===== config.mk =====
export PLATFORM = sky130hd
export DESIGN_NAME = otp_burn_seq
export DESIGN_NICKNAME = d
export VERILOG_FILES = /design/src/rtl/otp_pkg.sv /design/src/rtl/otp_mode_dec.sv /design/src/rtl/otp_sclk_sync.sv /design/src/rtl/otp_seq.sv /design/src/rtl/otp_burn_seq.sv
export SDC_FILE = /design/constraint.sdc
export NUM_CORES = 1
export LEC_CHECK = 0
export CAP_MARGIN = 20
export CORE_UTILIZATION = 48
export CTS_BUF_LIST = sky130_fd_sc_hd__clkbuf_4 sky130_fd_sc_hd__clkbuf_8
export CTS_CLUSTER_SIZE = 8
export DETAILED_ROUTE_END_ITERATION = 6
export PLACE_DENSITY = 0.79
export SLEW_MARGIN = 20
export SYNTH_ARGS = -nofsm -noshare
export SYNTH_HDL_FRONTEND = slang
export SYNTH_SLANG_ARGS = --single-unit

===== constraint.sdc =====
create_clock -name clk -period 2.1 [get_ports clk]
set_input_delay 0.21 -clock clk [delete_from_list [all_inputs] [get_ports clk]]
set_output_delay 0.21 -clock clk [all_outputs]
set_load 0.03 [all_outputs]

===== src/rtl/otp_pkg.sv =====
package otp_pkg;
  typedef enum logic [2:0] {
    OP_BAD, OP_READ, OP_BURN, OP_VERIFY, OP_LOCK
  } op_e;

  typedef enum logic [3:0] {
    S_IDLE, S_PULSE, S_VWAIT, S_VCHK, S_CWAIT, S_CCHK,
    S_RWAIT, S_RLOAD, S_RSHIFT
  } state_e;

  localparam logic [15:0] LOCK_MODE_ADDR = 16'h0E3F;
  localparam logic [15:0] BASE_MODE_ADDR = 16'h0000;
endpackage


===== src/rtl/otp_mode_dec.sv =====
module otp_mode_dec
  import otp_pkg::*;
(
  input  logic        hv_on,
  input  logic        reg_sel,
  input  logic [15:0] mode_addr,
  input  logic        rd_wr,
  output op_e         op
);
  always_comb begin
    op = OP_BAD;
    if (!reg_sel && mode_addr == BASE_MODE_ADDR) begin
      if (hv_on)
        op = rd_wr ? OP_VERIFY : OP_BURN;
      else if (rd_wr)
        op = OP_READ;
    end else if (reg_sel && hv_on && !rd_wr && mode_addr == LOCK_MODE_ADDR) begin
      op = OP_LOCK;
    end
  end
endmodule


===== src/rtl/otp_sclk_sync.sv =====
module otp_sclk_sync #(
  parameter int STAGES = 2
) (
  input  logic clk,
  input  logic rst,
  input  logic sclk,
  output logic rise
);
  logic [STAGES:0] sh;

  genvar g;
  generate
    for (g = 0; g <= STAGES; g++) begin : g_stage
      if (g == 0) begin : g_first
        always_ff @(posedge clk) sh[0] <= rst ? 1'b0 : sclk;
      end else begin : g_rest
        always_ff @(posedge clk) sh[g] <= rst ? 1'b0 : sh[g-1];
      end
    end
  endgenerate

  assign rise = sh[STAGES-1] & ~sh[STAGES];
endmodule


===== src/rtl/otp_seq.sv =====
module otp_seq
  import otp_pkg::*;
#(
  parameter int DEPTH     = 16384,
  parameter int PULSE_CYC = 12000,
  parameter int MAX_TRIES = 10,
  parameter int AW        = $clog2(DEPTH)
) (
  input  logic          clk,
  input  logic          rst,
  input  logic          start,
  input  op_e           op,
  input  logic          sclk_rise,
  input  logic [7:0]    arr_rdata,
  input  logic [7:0]    img_data,
  output logic [AW-1:0] arr_addr,
  output logic          arr_pulse,
  output logic          hv_req,
  output logic          busy,
  output logic          pass,
  output logic          fail,
  output logic          sdat_out,
  output logic          sdat_oe
);
  localparam int PCW = $clog2(PULSE_CYC + 1);
  localparam int TW  = $clog2(MAX_TRIES + 1);
  localparam logic [AW-1:0]  LAST   = AW'(DEPTH - 1);
  localparam logic [PCW-1:0] P_LAST = PCW'(PULSE_CYC - 1);
  localparam logic [TW-1:0]  T_MAX  = TW'(MAX_TRIES);

  state_e         state;
  logic [PCW-1:0] pcnt;
  logic [TW-1:0]  tries;
  logic [2:0]     bitcnt;
  logic [7:0]     sreg;
  logic           locked;
  logic           last;
  logic           match;

  assign last     = (arr_addr == LAST);
  assign match    = (arr_rdata == img_data);
  assign sdat_out = sdat_oe & sreg[7];

  always_ff @(posedge clk) begin
    if (rst) begin
      state     <= S_IDLE;
      arr_addr  <= '0;
      arr_pulse <= 1'b0;
      hv_req    <= 1'b0;
      busy      <= 1'b0;
      pass      <= 1'b0;
      fail      <= 1'b0;
      sdat_oe   <= 1'b0;
      pcnt      <= '0;
      tries     <= '0;
      bitcnt    <= '0;
      sreg      <= '0;
      locked    <= 1'b0;
    end else begin
      unique case (state)
        S_IDLE: if (start) begin
          pass     <= 1'b0;
          fail     <= 1'b0;
          arr_addr <= '0;
          pcnt     <= '0;
          tries    <= '0;
          unique case (op)
            OP_BURN: begin
              busy <= 1'b1; hv_req <= 1'b1; arr_pulse <= 1'b1; state <= S_PULSE;
            end
            OP_VERIFY: begin busy <= 1'b1; state <= S_CWAIT; end
            OP_READ:   begin busy <= 1'b1; state <= S_RWAIT; end
            OP_LOCK:   begin locked <= 1'b1; pass <= 1'b1; end
            default:   fail <= 1'b1;
          endcase
        end
        S_PULSE: begin
          if (pcnt == P_LAST) begin
            arr_pulse <= 1'b0;
            tries     <= tries + 1'b1;
            state     <= S_VWAIT;
          end else begin
            pcnt <= pcnt + 1'b1;
          end
        end
        S_VWAIT: state <= S_VCHK;
        S_VCHK: begin
          pcnt <= '0;
          if (match) begin
            if (last) begin
              hv_req   <= 1'b0;
              arr_addr <= '0;
              state    <= S_CWAIT;
            end else begin
              arr_addr  <= arr_addr + 1'b1;
              tries     <= '0;
              arr_pulse <= 1'b1;
              state     <= S_PULSE;
            end
          end else if (tries == T_MAX) begin
            fail   <= 1'b1;
            busy   <= 1'b0;
            hv_req <= 1'b0;
            state  <= S_IDLE;
          end else begin
            arr_pulse <= 1'b1;
            state     <= S_PULSE;
          end
        end
        S_CWAIT: state <= S_CCHK;
        S_CCHK: begin
          if (!match) begin
            fail <= 1'b1; busy <= 1'b0; state <= S_IDLE;
          end else if (last) begin
            pass <= 1'b1; busy <= 1'b0; state <= S_IDLE;
          end else begin
            arr_addr <= arr_addr + 1'b1;
            state    <= S_CWAIT;
          end
        end
        S_RWAIT: state <= S_RLOAD;
        S_RLOAD: begin
          sreg    <= locked ? 8'hFF : arr_rdata;
          bitcnt  <= '0;
          sdat_oe <= 1'b1;
          state   <= S_RSHIFT;
        end
        S_RSHIFT: if (sclk_rise) begin
          sreg   <= {sreg[6:0], 1'b0};
          bitcnt <= bitcnt + 1'b1;
          if (bitcnt == 3'd7) begin
            if (last) begin
              sdat_oe <= 1'b0; busy <= 1'b0; pass <= 1'b1; state <= S_IDLE;
            end else begin
              arr_addr <= arr_addr + 1'b1;
              state    <= S_RWAIT;
            end
          end
        end
        default: state <= S_IDLE;
      endcase
    end
  end

  assert_pulse_hv_R2: assert property (@(posedge clk) disable iff (rst)
    arr_pulse |-> hv_req);
  assert_pulse_len_R2: assert property (@(posedge clk) disable iff (rst)
    $fell(arr_pulse) |-> $past(pcnt) == P_LAST);
  assert_pulse_busy_R3: assert property (@(posedge clk) disable iff (rst)
    $rose(arr_pulse) |-> busy);
  assert_tries_cap_R4: assert property (@(posedge clk) disable iff (rst)
    tries <= T_MAX);
  assert_read_low_supply_R7: assert property (@(posedge clk) disable iff (rst)
    sdat_oe |-> !hv_req);
  assert_flags_excl_R9: assert property (@(posedge clk) disable iff (rst)
    !(pass && fail));
  assert_busy_ends_flagged_R9: assert property (@(posedge clk) disable iff (rst)
    $fell(busy) |-> (pass || fail));
endmodule


===== src/rtl/otp_burn_seq.sv =====
module otp_burn_seq
  import otp_pkg::*;
#(
  parameter int DEPTH       = 16384,
  parameter int PULSE_CYC   = 12000,
  parameter int MAX_TRIES   = 10,
  parameter int SYNC_STAGES = 2,
  parameter int AW          = $clog2(DEPTH)
) (
  input  logic          clk,
  input  logic          rst,
  input  logic          start,
  input  logic          hv_on,
  input  logic          reg_sel,
  input  logic [15:0]   mode_addr,
  input  logic          rd_wr,
  input  logic          sclk,
  output logic          sdat_out,
  output logic          sdat_oe,
  output logic [AW-1:0] arr_addr,
  output logic [7:0]    arr_wdata,
  output logic          arr_pulse,
  input  logic [7:0]    arr_rdata,
  input  logic [7:0]    img_data,
  output logic          hv_req,
  output logic          busy,
  output logic          pass,
  output logic          fail
);
  op_e  op;
  logic sclk_rise;

  assign arr_wdata = img_data;

  otp_mode_dec u_dec (
    .hv_on(hv_on), .reg_sel(reg_sel), .mode_addr(mode_addr), .rd_wr(rd_wr), .op(op)
  );

  otp_sclk_sync #(.STAGES(SYNC_STAGES)) u_sync (
    .clk(clk), .rst(rst), .sclk(sclk), .rise(sclk_rise)
  );

  otp_seq #(.DEPTH(DEPTH), .PULSE_CYC(PULSE_CYC), .MAX_TRIES(MAX_TRIES), .AW(AW)) u_seq (
    .clk(clk), .rst(rst), .start(start), .op(op), .sclk_rise(sclk_rise),
    .arr_rdata(arr_rdata), .img_data(img_data), .arr_addr(arr_addr),
    .arr_pulse(arr_pulse), .hv_req(hv_req), .busy(busy), .pass(pass),
    .fail(fail), .sdat_out(sdat_out), .sdat_oe(sdat_oe)
  );
endmodule


==> results.md <==
- Run status: complete, but fails checks
- Failing checks: negative setup slack
- GRT Overall Usage: 0.240
- Final HPWL DP: 6.00 mm
- Clock Tree Buf Depth: 2
- Number of nets with antenna violations after routing: 0
- Critical Path AT: 2.37 ns
- Place WS: -0.355 ns
- Cell count after synthesis: 395
- Cell area after layout: 0.00450 mm2
- Die height: 82.8 um
- Area Overhead vs Synth: 43.7%
- Yosys Warn Count: 0
- Root Driver: clkbuf_8
- Drt first pass iters: 4
- Final Cycle Share: 1.00
- P_leak: 0.00161 uW
- Die area: 0.00685 mm2
- Number of enable flip-flop cells after synthesis: 0
- Antenna fix cells: 0
- Slew margin rel.: 0.662
- # rows: 29
- Synth Register Bits: 57
- Die width: 82.8 um
- CP Launch Type: flip-flop
- Worst-path maximum fanout: 3
- Fmax: 476 MHz
- 1st-iter DRT viols: 130
- Initial Utilization: 0.496
- IO Count: 68
- Setup Skew: 0.00339 ns
- Depth of the CTS H-tree: 3
- Synth unique cells: between 50 and 60
- Crit path capture type: flip-flop
- WP data required: 2.37 ns
- Final slew viol count: 0
- Vias/cell: 5.55
- VDD IR max: 0.000394 V
- Max_cap viols: 0
- Layout fillers: 501
- Post-layout util: 0.713
- Fin. Hold Viols: 0
- Worst Hold Class: in -> reg
- Setup slack after layout: -0.000471 ns
- Nets: between 500 and 600
- Ys flop type: dfxtp_1
- DR WL/cell: 14.0 um
- Vias in the first global route: 2815
- CTS tree: done
- Placed instance area: 0.00418 mm2
- Min Tclk post-route: approximately 2.1 ns
- Global-route wire length before repair: 12.5 mm
- Post-Syn Area: 0.00313 mm2
- Largest net degree at the start of global routing: 20
- Worst skew pair latency: 0.34 ns
- # DRC: 0
- Final number of setup-violating endpoints: 1
- Layout cells sized above 1: 0.211
- Vias: 3240
- Grt ovf: 0
- Total CTS buffers: 9
- Core area: 0.00631 mm2
- Setup CP Type: reg -> reg
- Pwr/cell area: 512 mW/mm2
- Final WL: about 8.2 mm
- Mapped Avg Cell Area: around 7.9 um2
- Unrepaired setup endpoints after global routing: true
- Clock sinks: between 50 and 60
- Routability cong.: 0.879
- Port buffer count: 67
- Initial antenna violation count: 0
- Worst-path clk slew: 0.06 ns
- Seq/Total Area, Yosys: 0.364
- Ys async rst share: 0
- Post-synthesis net count: 440
- Worst slew pin tran: around 0.5 ns
worst max-delay path, stage by stage (launching register included):
cell	delay, ns
dfxtp_2	0.32
or3b_1	0.36
a221o_1	0.34
o2bb2ai_4	0.13
or2_1	0.24
or4_4	0.50
a21oi_2	0.14
layout make-up:
| class | count | area, um2 | area share |
|---|---|---|---|
| multi-input combinational | 301 | 1940 | 0.432 |
| sequential | 57 | 1150 | 0.256 |
| timing repair buffer | 121 | 1080 | 0.240 |
| clock buffer | 13 | 166 | 0.0370 |
| tap | 77 | 96.3 | 0.0214 |
| inverter | 12 | 45.0 | 0.0100 |
| clock inverter | 3 | 15.0 | 0.00334 |
final timing paths:
| check | depth (start not counted) | start | endpoint | slack [ns] |
|---|---|---|---|---|
| max | 6 | u_seq.state[0]$_SDFFE_PP0P_ | u_seq.arr_addr[7]$_SDFFE_PP0P_ | -0.0005 |
| min | 2 | sclk | u_sync.sh[0]$_SDFF_PP0_ | 0.43 |
| max reg2reg | 6 | u_seq.state[0]$_SDFFE_PP0P_ | u_seq.arr_addr[7]$_SDFFE_PP0P_ | -0.0005 |
| min reg2reg | 1 | u_sync.sh[0]$_SDFF_PP0_ | u_sync.sh[1]$_SDFF_PP0_ | 0.44 |
stage by stage:
step | setup TNS (ns) | hold WS (ns) | total power [uW] | instances
final | -0.000471 | 0.427 | 2300 | 584
after CTS | 0 | 0.428 | 2300 | 580
after global routing | -0.498 | 0.457 | 2390 | 584
after floorplan | -0.0576 | 0.338 | 1230 | 395
after global placement | -4.47 | 0.420 | 1360 | 564
after detailed placement | -4.91 | 0.424 | 1370 | 564
power breakdown:
part | switching (uW) | internal [uW] | leakage (uW)
Sequential | 6.11 | 1090 | 0.000463
Combinational | 116 | 143 | 0.00105
Clock | 439 | 513 | 0.000100
cell usage after synthesis, types with 2 or more instances:
cell      instances  area, um2
nor2_1           65        244
dfxtp_1          57       1140
a21oi_1          27        135
nor3_1           27        135
xnor2_1          22        193
nand2_1          21       78.8
nand3_1          15       75.1
inv_1            12       45.0
nor4_1           12       75.1
clkbuf_1         11       41.3
o21ai_0          11       55.1
xor2_1           11       96.3
buf_4             8       60.1
nand4_1           7       43.8
ha_1              6       75.1
nand3b_1          6       45.0
nor2b_1           6       37.5
and2_1            5       31.3
and4_1            5       43.8
a31oi_1           4       25.0
buf_2             4       20.0
mux2i_1           3       30.0
nand2b_1          3       18.8
o31ai_1           3       22.5
or2_2             3       18.8
or4_1             3       22.5
a21o_1            2       15.0
a221oi_1          2       17.5
a22oi_1           2       15.0
and3_1            2       12.5
buf_1             2       7.51
nor3b_1           2       15.0
nor4b_1           2       17.5
o211ai_1          2       15.0
or3_1             2       12.5
or4b_1            2       20.0
flip-flops by register name, summed over array words and instances (netlist names):
register	cells
u_seq.sdat_oe	1
u_seq.pass	1
u_seq.state	4
u_seq.fail	1
u_seq.tries	4
u_seq.arr_addr	14
u_seq.hv_req	1
u_seq.arr_pulse	1
u_seq.locked	1
u_sync.sh	3
u_seq.pcnt	14
u_seq.bitcnt	3
u_seq.busy	1
u_seq.sreg	8
per-layer routing:
metal	vias up	routed length (um)	GRT usage
met5	-	0	0
met2	98	4050	0.398
li1	1620	-	-
met1	1512	3660	0.309
met4	0	126	0.0897
met3	10	345	0.0426
logic make-up after synthesis:
family / count (synthesis) / share of synthesized area
flip-flops: 57 / 0.364
multiplexers: 4 / 0.0132
AND/OR/NAND/NOR: 193 / 0.317
buffers and inverters: 37 / 0.0555
adder cells (fa/ha/maj): 6 / 0.0240
XOR/XNOR: 33 / 0.0923
AO/OA/AOI/OAI: 65 / 0.133
timing repair:
item,4_1_cts,5_1_grt
pin swaps,3,4
hold buffers,0,0
setup buffers,0,4
hold endpoints to repair,0,0
setup endpoints to repair,2,35
gates resized for setup,3,25
cell usage in the layout (no fill, tap or decap), types with 15 or more instances in the layout:
cell	netlist	routed
clkdlybuf4s50_1	0	66
nor2_1	65	64
buf_4	8	52
dfxtp_1	57	52
a21oi_1	27	25
nor3_1	27	25
xnor2_1	22	22
nand2_1	21	20
nand3_1	15	15
(Power assumes the default switching activity.)
